<file path="src/rtl/flash_rd_pkg.sv">
package flash_rd_pkg;

  typedef enum logic [1:0] {
    SRC_ARRAY  = 2'd0,
    SRC_STATUS = 2'd1,
    SRC_IDENT  = 2'd2,
    SRC_QUERY  = 2'd3
  } rd_src_e;

  localparam logic [7:0] CMD_ARRAY = 8'h00;
  localparam logic [7:0] CMD_IDENT = 8'h90;
  localparam logic [7:0] CMD_QUERY = 8'h98;

  // Commands whose reads return the status byte
  function automatic logic is_status_cmd(input logic [7:0] c);
    case (c)
      8'h10, 8'h20, 8'h28, 8'h40,
      8'h50, 8'h60, 8'h70, 8'hE8: return 1'b1;
      default:                    return 1'b0;
    endcase
  endfunction

  // Right shift turning a byte offset into a device-word index
  function automatic int unsigned width_shift(input int unsigned nbytes);
    if (nbytes >= 4) return 2;
    if (nbytes == 2) return 1;
    return 0;
  endfunction

  // Pack storage bytes (lowest address in bits 7:0) by size and order
  function automatic logic [31:0] pack_window(input logic [31:0] w,
                                              input logic [1:0]  sz,
                                              input logic        be);
    case (sz)
      2'd0:    return {24'h0, w[7:0]};
      2'd1:    return be ? {16'h0, w[7:0], w[15:8]} : {16'h0, w[15:0]};
      default: return be ? {w[7:0], w[15:8], w[23:16], w[31:24]} : w;
    endcase
  endfunction

  // Query table content for entry i
  function automatic logic [7:0] query_entry(input int unsigned i,
                                             input int unsigned mul,
                                             input int unsigned add);
    int unsigned v;
    v = i * mul + add;
    return v[7:0];
  endfunction

endpackage

</file>
<file path="src/rtl/flash_rd_decode.sv">
module flash_rd_decode
  import flash_rd_pkg::*;
(
  input  logic [7:0] cmd,
  output rd_src_e    src,
  output logic       unknown
);

  always_comb begin
    unknown = 1'b0;
    if (is_status_cmd(cmd)) begin
      src = SRC_STATUS;
    end else if (cmd == CMD_IDENT) begin
      src = SRC_IDENT;
    end else if (cmd == CMD_QUERY) begin
      src = SRC_QUERY;
    end else begin
      src     = SRC_ARRAY;
      unknown = (cmd != CMD_ARRAY);
    end
  end

endmodule

</file>
<file path="src/rtl/flash_rd_array_pack.sv">
module flash_rd_array_pack
  import flash_rd_pkg::*;
(
  input  logic [31:0] win,
  input  logic [1:0]  size,
  input  logic        be,
  output logic [31:0] packed_data
);

  assign packed_data = pack_window(win, size, be);

endmodule

</file>
<file path="src/rtl/flash_rd_qry_rom.sv">
module flash_rd_qry_rom
  import flash_rd_pkg::*;
#(
  parameter int unsigned QRY_LAST = 8'h51,
  parameter int unsigned QRY_MUL  = 29,
  parameter int unsigned QRY_ADD  = 8'h5A
) (
  input  logic [7:0] idx,
  output logic [7:0] q
);

  localparam int unsigned DEPTH = 256;

  logic [7:0] rom [DEPTH];

  for (genvar i = 0; i < DEPTH; i++) begin : g_entry
    if (i <= QRY_LAST) begin : g_used
      assign rom[i] = query_entry(i, QRY_MUL, QRY_ADD);
    end else begin : g_empty
      assign rom[i] = 8'h00;
    end
  end

  assign q = rom[idx];


  always_comb begin
    if (int'(idx) > QRY_LAST) begin
      query_oob_zero_chk: assert (q == 8'h00);
    end
  end

endmodule

</file>
<file path="src/rtl/flash_rd_resp.sv">
module flash_rd_resp
  import flash_rd_pkg::*;
#(
  parameter int unsigned AW        = 16,
  parameter int unsigned DEV_BYTES = 2,
  parameter logic [7:0]  ID0       = 8'h89,
  parameter logic [7:0]  ID1       = 8'h00,
  parameter logic [7:0]  ID2       = 8'h17,
  parameter logic [7:0]  ID3       = 8'hC3,
  parameter int unsigned QRY_LAST  = 8'h51,
  parameter int unsigned QRY_MUL   = 29,
  parameter int unsigned QRY_ADD   = 8'h5A
) (
  input  logic          clk,
  input  logic          rst_n,
  input  logic          rd_req,
  input  logic [AW-1:0] rd_off,
  input  logic [1:0]    rd_size,
  input  logic          big_endian,
  input  logic [7:0]    cur_cmd,
  input  logic [7:0]    cur_status,
  input  logic [31:0]   arr_win,
  output logic          rd_valid,
  output logic [31:0]   rd_data,
  output logic          mode_reset
);

  localparam int unsigned IDX_SH = width_shift(DEV_BYTES);

  rd_src_e     src_sel;
  logic        cmd_unknown;
  logic [7:0]  word_idx;
  logic [31:0] array_word;
  logic [7:0]  query_byte;
  logic [31:0] ident_word;
  logic [31:0] status_word;
  logic [31:0] next_data;

  assign word_idx = rd_off[7:0] >> IDX_SH;

  flash_rd_decode i_decode (
    .cmd     (cur_cmd),
    .src     (src_sel),
    .unknown (cmd_unknown)
  );

  flash_rd_array_pack i_pack (
    .win         (arr_win),
    .size        (rd_size),
    .be          (big_endian),
    .packed_data (array_word)
  );

  flash_rd_qry_rom #(
    .QRY_LAST (QRY_LAST),
    .QRY_MUL  (QRY_MUL),
    .QRY_ADD  (QRY_ADD)
  ) i_rom (
    .idx (word_idx),
    .q   (query_byte)
  );

  always_comb begin
    case (word_idx)
      8'd0:    ident_word = {16'h0, ID0, ID1};
      8'd1:    ident_word = {16'h0, ID2, ID3};
      default: ident_word = 32'h0;
    endcase
  end

  assign status_word = {8'h0, (rd_size[1] ? cur_status : 8'h0), 8'h0, cur_status};

  always_comb begin
    case (src_sel)
      SRC_STATUS: next_data = status_word;
      SRC_IDENT:  next_data = ident_word;
      SRC_QUERY:  next_data = {24'h0, query_byte};
      default:    next_data = array_word;
    endcase
  end

  always_ff @(posedge clk) begin
    if (!rst_n) begin
      rd_valid   <= 1'b0;
      rd_data    <= 32'h0;
      mode_reset <= 1'b0;
    end else begin
      rd_valid   <= rd_req;
      mode_reset <= rd_req & cmd_unknown;
      if (rd_req) rd_data <= next_data;
    end
  end


  req_to_valid_chk: assert property (@(posedge clk) disable iff (!rst_n)
    rd_req |=> rd_valid);


  idle_no_valid_chk: assert property (@(posedge clk) disable iff (!rst_n)
    !rd_req |=> !rd_valid);


  hold_data_chk: assert property (@(posedge clk) disable iff (!rst_n)
    !rd_req |=> $stable(rd_data));


  reset_pulse_chk: assert property (@(posedge clk) disable iff (!rst_n)
    mode_reset |-> rd_valid);


  narrow_upper_zero_chk: assert property (@(posedge clk) disable iff (!rst_n)
    (rd_req && rd_size == 2'd0 && src_sel == SRC_ARRAY) |=> (rd_data[31:8] == 24'h0));


  status_mirror_chk: assert property (@(posedge clk) disable iff (!rst_n)
    (rd_req && src_sel == SRC_STATUS && rd_size[1]) |=> (rd_data[23:16] == rd_data[7:0]));

endmodule

</file>
<file path="config.mk">
export PLATFORM = sky130hd
export DESIGN_NAME = flash_rd_resp
export DESIGN_NICKNAME = d
export VERILOG_FILES = /design/src/rtl/flash_rd_pkg.sv /design/src/rtl/flash_rd_decode.sv /design/src/rtl/flash_rd_array_pack.sv /design/src/rtl/flash_rd_qry_rom.sv /design/src/rtl/flash_rd_resp.sv
export SDC_FILE = /design/constraint.sdc
export NUM_CORES = 1
export LEC_CHECK = 0
export ABC_CLOCK_PERIOD_IN_PS = 2900
export CELL_PAD_IN_SITES_DETAIL_PLACEMENT = 1
export CELL_PAD_IN_SITES_GLOBAL_PLACEMENT = 1
export CORE_ASPECT_RATIO = 2
export CORE_UTILIZATION = 35
export DETAILED_ROUTE_END_ITERATION = 12
export PLACE_DENSITY_LB_ADDON = 0.1
export SYNTH_ARGS = -nofsm -noshare
export SYNTH_HDL_FRONTEND = slang
export SYNTH_SLANG_ARGS = --single-unit
</file>
<file path="constraint.sdc">
create_clock -name clk -period 2.9 [get_ports clk]
set_input_delay 0.29 -clock clk [delete_from_list [all_inputs] [get_ports clk]]
set_output_delay 0.29 -clock clk [all_outputs]
set_load 0.005 [all_outputs]
</file>
==> results of run 1 <==
==> area by class of cell <==
| class | instances | area, µm² |
|---|---|---|
| clock inverter | 3 | 21.3 |
| clock buffer | 5 | 125 |
| timing repair buffer | 114 | 1100 |
| multi-input combinational | 264 | 1930 |
| fill | 943 | 3640 |
| tap | 94 | 118 |
| inverter | 11 | 41.3 |
| sequential | 34 | 681 |
==> power groups by stage <==
stage,logic [W],registers (W),clock network (W)
3_5_place_dp,0.000446,0.000522,0
3_3_place_gp,0.000439,0.000521,0
4_1_cts,0.000450,0.000512,0.000554
5_1_grt,0.000485,0.000514,0.000571
2_1_floorplan,0.000215,0.000521,0
6_report,0.000449,0.000512,0.000544
==> registers in the layout, summed over array words and instances (netlist names) <==
register    count
rd_data        32
mode_reset      1
rd_valid        1
==> cells by family after synthesis <==
group,Yosys count
AO/OA/AOI/OAI,134
XOR/XNOR,4
adder cells (fa/ha/maj),9
buffers and inverters,43
flip-flops,34
multiplexers,23
AND/OR/NAND/NOR,94
==> synthesized netlist by cell type (3+ instances only) <==
| master | count | area (µm²) |
|---|---|---|
| mux2_2 | 9 | 101 |
| o2bb2ai_1 | 10 | 87.6 |
| a22oi_1 | 3 | 22.5 |
| nand2_1 | 17 | 63.8 |
| buf_2 | 11 | 55.1 |
| a221oi_1 | 5 | 43.8 |
| and2_1 | 11 | 68.8 |
| nand2b_1 | 7 | 43.8 |
| a21oi_1 | 25 | 125 |
| mux2i_1 | 14 | 140 |
| nand3_1 | 6 | 30.0 |
| nand3b_1 | 3 | 22.5 |
| nand4_1 | 3 | 18.8 |
| nor2_1 | 14 | 52.6 |
| nor3_1 | 3 | 15.0 |
| a222oi_1 | 6 | 60.1 |
| nor2b_1 | 11 | 68.8 |
| o21ai_1 | 3 | 15.0 |
| o21ai_0 | 22 | 110 |
| a211oi_1 | 8 | 60.1 |
| ha_1 | 9 | 113 |
| o221a_1 | 5 | 56.3 |
| a22o_1 | 12 | 105 |
| dfxtp_1 | 34 | 681 |
| clkbuf_1 | 18 | 67.6 |
| and3_1 | 4 | 25.0 |
| a31oi_1 | 5 | 31.3 |
| inv_1 | 11 | 41.3 |
| a2111oi_0 | 5 | 43.8 |
==> stage by stage <==
| step | worst slack (ps) | hold slack (ps) | cells | total power [W] |
|---|---|---|---|---|
| floorplan | 828 | 440 | 341 | 0.000736 |
| global placement | 210 | 482 | 517 | 0.000960 |
| detailed placement | 159 | 497 | 517 | 0.000968 |
| CTS | 469 | 511 | 525 | 0.00152 |
| global route | 148 | 536 | 525 | 0.00157 |
| finish | 422 | 510 | 525 | 0.00150 |
==> cells in the final DEF (no fill, tap or decap), types with 6 or more instances in the layout <==
master / count
buf_4: 19
o2bb2ai_1: 10
nor2b_1: 11
a222oi_1: 6
and2_1: 11
nand3_1: 6
a22o_1: 12
inv_1: 11
dfxtp_1: 34
mux2i_1: 14
nand2_1: 17
nor2_1: 14
ha_1: 9
mux2_2: 9
a211oi_1: 8
clkdlybuf4s50_1: 94
o21ai_0: 22
nand2b_1: 7
a21oi_1: 25
==> final timing paths <==
path | from | endpoint | slack (ps) | cells after the start
setup / recovery | rd_off[1] | rd_data[7] | 420 | 9
hold / removal | rd_data[21] | rd_data[21] | 510 | 2
setup reg to reg | rd_data[17] | rd_data[17] | 2040 | 2
hold reg to reg | rd_data[21] | rd_data[21] | 510 | 2
==> worst reg2reg max path, cell delays in order, from the launching register on <==
cell	delay, ps
dfxtp_1	320
a222oi_1	340
nor2b_1	80
==> layer usage <==
layer,vias to the layer above,track usage [%]
met2,64,51.4
met4,0,11.0
met1,1532,26.0
li1,1482,-
met3,14,3.20
met5,-,0
==> run metrics, run 1 <==
Worst Clk Skew=0 ps; # rows=45; Sw Pwr=0.000453 W; WL/cell=20.2 µm; Hold Vio Cnt, Final=0; cells along the critical path=clkdlybuf4s50_1 -> inv_1 -> ha_1 -> xor2_1 -> o211a_1 -> a2111oi_0 -> a2111oi_0 -> a2111oi_0 -> a211oi_1; EDFF count, synth=0; Synth warnings=0; peak supply drop=0.000208 V; critical path required time=3060 ps; Clock Tree Buf Depth=2; post-cts sizing count=0; post-CTS setup buffer count=0; Largest delay share family, worst path=compound AO/OA/AOI/OAI gates; final wirelength=10.6 mm; Post-synth ARST share=0%; met3 wire len=332 µm; clock power share=36.2%; Via density=5.89; post-synthesis xor/xnor area fraction=1.25%; die width=65.2 µm; MaxCap Viol Count=0; syn_area_per_cell=8.19 µm²; Synth Instances=341; predominant post-synthesis flop cell=dfxtp_1; core area=7660 µm²; clk_lat worst skew=290 ps; CTS tree=built; Flop pwr share=34.0%; die height=128 µm; cell area after synthesis=2790 µm²; Gate power share=29.8%; crit-path max FO=4; slowest CP cell=clkdlybuf4s50_1; Seq cells post-synth=34; Startpoint Class=primary input; CP bufs+invs=2; vias in the first global route=3,119; post-synth cell types=64; post-route cell area=4020 µm²; Finish-stage setup viols=0; die area=8360 µm²; clock sinks=34; first-pass GRT wire length=16.5 mm; Num CTS Buffers=5; antenna viol nets, final=0; TNS Setup=0 ps; main combinational cell family by area after synthesis=compound AO/OA/AOI/OAI gates; Area growth syn-to-layout=43.9%; Synth Area in Simple Gates=19.6%; Synth Net Count=420; CTS root buffer=clkbuf_16; DRT met1 WL=3.81 mm; Final Wtd Congestion=0.903; cell mode on critical path=a2111oi_0; CTS Hold Bufs=0; Worst Tran Pin Value=797 ps; Core Util, Final=52.5%; Setup crit end kind=register; worst min-delay path category=reg -> reg; crit path time final=2480 ps; final worst-path cycle share=85.4%; met2 WL post-DR=6.18 mm; register area share after synthesis=24.4%; Starting Density=36.5%; Via Count=3,092; largest net degree at the start of global routing=36; Max Freq=0.404 GHz; number of port buffers=94; # DRC=0; IO Count=104; P_leak=1.53 nW; Post-DP Area=3870 µm²; share of cells above drive strength 1=10.7%; critical path class=in -> reg; initial antenna violation count=0; Net Sw Frac=30.1%; DR iter-0 viols=151; Compound-Gate Fraction of Synth Area=35.6%; unrepaired setup endpoints after global routing=no; Relative slew margins=46.8%; H-tree Lvls=2; Worst Path Arrival=2640 ps; dpl hpwl=8.24 mm; Synth Area in Adders=4.03%; DR pass1 iterations=5; clock slew at reported path FFs=60 ps; total gr overflow=0; max incr delay on CP=590 ps; Diodes inserted=0; Power Dens Cells=374 nW/µm²; top layer in use=met4; max-slew violations=0; Total GRT Usage=26.1%; status=complete, no violations; Layout Nets=509; internal power=0.00105 W; mux share of post-synthesis cell area=8.65%
Note: power is estimated with default switching activity, not from simulation.
==> run 2, diff against run 1 <==
Settings changed: GPL_TIMING_DRIVEN from default to 1, HOLD_SLACK_MARGIN from default to 0.12.
==> results of run 2 <==
The final DEF is identical to that of run 1; final timing and power are the same.
==> run 3, diff against run 2 <==
Settings changed: REMOVE_ABC_BUFFERS from default to 1.
==> run metrics, run 3 (same netlist as run 1, synthesis figures left out) <==
first-pass GRT wire length=16.2 mm (was 16.5 mm); core area=7660 µm² (unchanged); Max Freq=0.419 GHz (was 0.404 GHz); peak supply drop=0.000202 V (was 0.000208 V); dpl hpwl=8.05 mm (was 8.24 mm); Relative slew margins=47.3% (was 46.8%); unrepaired setup endpoints after global routing=no (unchanged); DR pass1 iterations=5 (unchanged); worst hold path depth=2 (unchanged); DRT met1 WL=3.94 mm (was 3.81 mm); met3 wire len=390 µm (was 332 µm); total gr overflow=0 (unchanged); DR iter-0 viols=175 (was 151); die width=65.2 µm (unchanged); CTS root buffer=clkbuf_16 (unchanged); critical path class=in -> reg (unchanged); largest net degree at the start of global routing=43 (was 36); clock sinks=34 (unchanged); status=complete, no violations (unchanged); top layer in use=met4 (unchanged); Diodes inserted=0 (unchanged); Worst Clk Skew=0 ps (unchanged); initial antenna violation count=0 (unchanged); antenna viol nets, final=0 (unchanged); FF-to-FF path depth=2 (unchanged); WL/cell=19.9 µm (was 20.2 µm); met2 WL post-DR=5.75 mm (was 6.18 mm); Via Count=3,078 (was 3,092); MaxCap Viol Count=0 (unchanged); # rows=45 (unchanged); Clock Tree Buf Depth=2 (unchanged); Startpoint Class=primary input (unchanged); clock slew at reported path FFs=60 ps (about the same); Total GRT Usage=25.4% (was 26.1%); Power Dens Cells=372 nW/µm² (was 374 nW/µm²); clk_lat worst skew=280 ps (was 290 ps); most frequent cells in the layout=clkdlybuf4s50_1, dfxtp_1, a21oi_1 (unchanged); most flop-heavy register=rd_data (unchanged); die height=128 µm (unchanged); Multi-input gate area=1930 µm² (unchanged); post-route cell area=3970 µm² (was 4020 µm²); Largest register FFs=32 (unchanged); TNS Setup=0 ps (unchanged); CTS Hold Bufs=0 (unchanged); number of port buffers=94 (unchanged); commonest non-fill, non-tap cell in the layout=clkdlybuf4s50_1 (unchanged); crit-path max FO=5 (was 4); Starting Density=36.5% (unchanged); Worst Path Arrival=2610 ps (was 2640 ps); Finish-stage setup viols=0 (unchanged); Hold Vio Cnt, Final=0 (unchanged); final wirelength=10.3 mm (was 10.6 mm); Num CTS Buffers=5 (unchanged); hold_ws=500 ps (was 510 ps); vias in the first global route=3,141 (was 3,119); Final Wtd Congestion=0.942 (was 0.903); critical path required time=3120 ps (was 3060 ps); IO Count=104 (unchanged); register area=681 µm² (unchanged); biggest regs=rd_data x32, mode_reset x1, rd_valid x1 (unchanged); post-cts sizing count=0 (unchanged); Via density=5.93 (was 5.89); post-CTS setup buffer count=0 (unchanged); worst min-delay path category=reg -> reg (unchanged); # DRC=0 (unchanged); Post-DP Area=3830 µm² (was 3870 µm²); max-slew violations=0 (unchanged); Setup crit end kind=register (unchanged); final worst-path cycle share=82.3% (was 85.4%); die area=8360 µm² (unchanged); crit path time final=2390 ps (was 2480 ps); Layout Nets=504 (was 509); Filler Cell Count=943 (unchanged); Area growth syn-to-layout=42.2% (was 43.9%); share of cells above drive strength 1=9.65% (was 10.7%); P_leak=1.50 nW (was 1.53 nW); CTS tree=built (unchanged); H-tree Lvls=2 (unchanged); Worst Tran Pin Value=785 ps (was 797 ps)
[run 3: power by group]
group | switching (W) | total [W] | internal [W]
Sequential | 0.0000175 | 0.000513 | 0.000495
Combinational | 0.000210 | 0.000445 | 0.000235
Clock | 0.000205 | 0.000518 | 0.000313
Total | 0.000433 | 0.00148 | 0.00104
[run 3: path summary, 6_finish.rpt]
kind | start | end | slack (ps)
worst max register to register | rd_data[16] | rd_data[16] | 2050
worst max-delay path | rd_off[1] | rd_data[6] | 510
worst min register to register | rd_data[21] | rd_data[21] | 500
worst min-delay path | rd_data[21] | rd_data[21] | 500
[run 3: through the flow]
| step | total power [W] | worst slack [ps] | instances | util (%) |
|---|---|---|---|---|
| floorplan | 0.000694 | 927 | 309 | - |
| global placement | 0.000958 | 259 | 512 | 50.0 |
| detailed placement | 0.000968 | 203 | 512 | 50.0 |
| CTS | 0.00149 | 498 | 519 | 51.8 |
| global route | 0.00155 | 251 | 519 | 51.8 |
| finish | 0.00148 | 514 | 519 | 51.8 |
[run 3: worst max-delay path, cell delays in order]
cell and delay (ps):
clkdlybuf4s50_1 480, inv_1 120, ha_1 380, or3b_1 370
nand4_1 100, o311ai_0 120, or4_1 420, a31o_1 230
a21oi_2 100
[run 3: metal layers]
metal / up-vias / track usage (%)
met5: - / 0
met3: 18 / 3.11
met1: 1504 / 26.3
met2: 84 / 49.4
met4: 0 / 9.85
li1: 1472 / -
[run 3: final cells by class]
class,count,area share (%)
Tap cell,94,2.96
Timing Repair Buffer,109,26.7
Inverter,11,1.04
Sequential cell,34,17.1
Clock buffer,5,3.15
Clock inverter,2,0.378
Multi-Input combinational cell,264,48.6
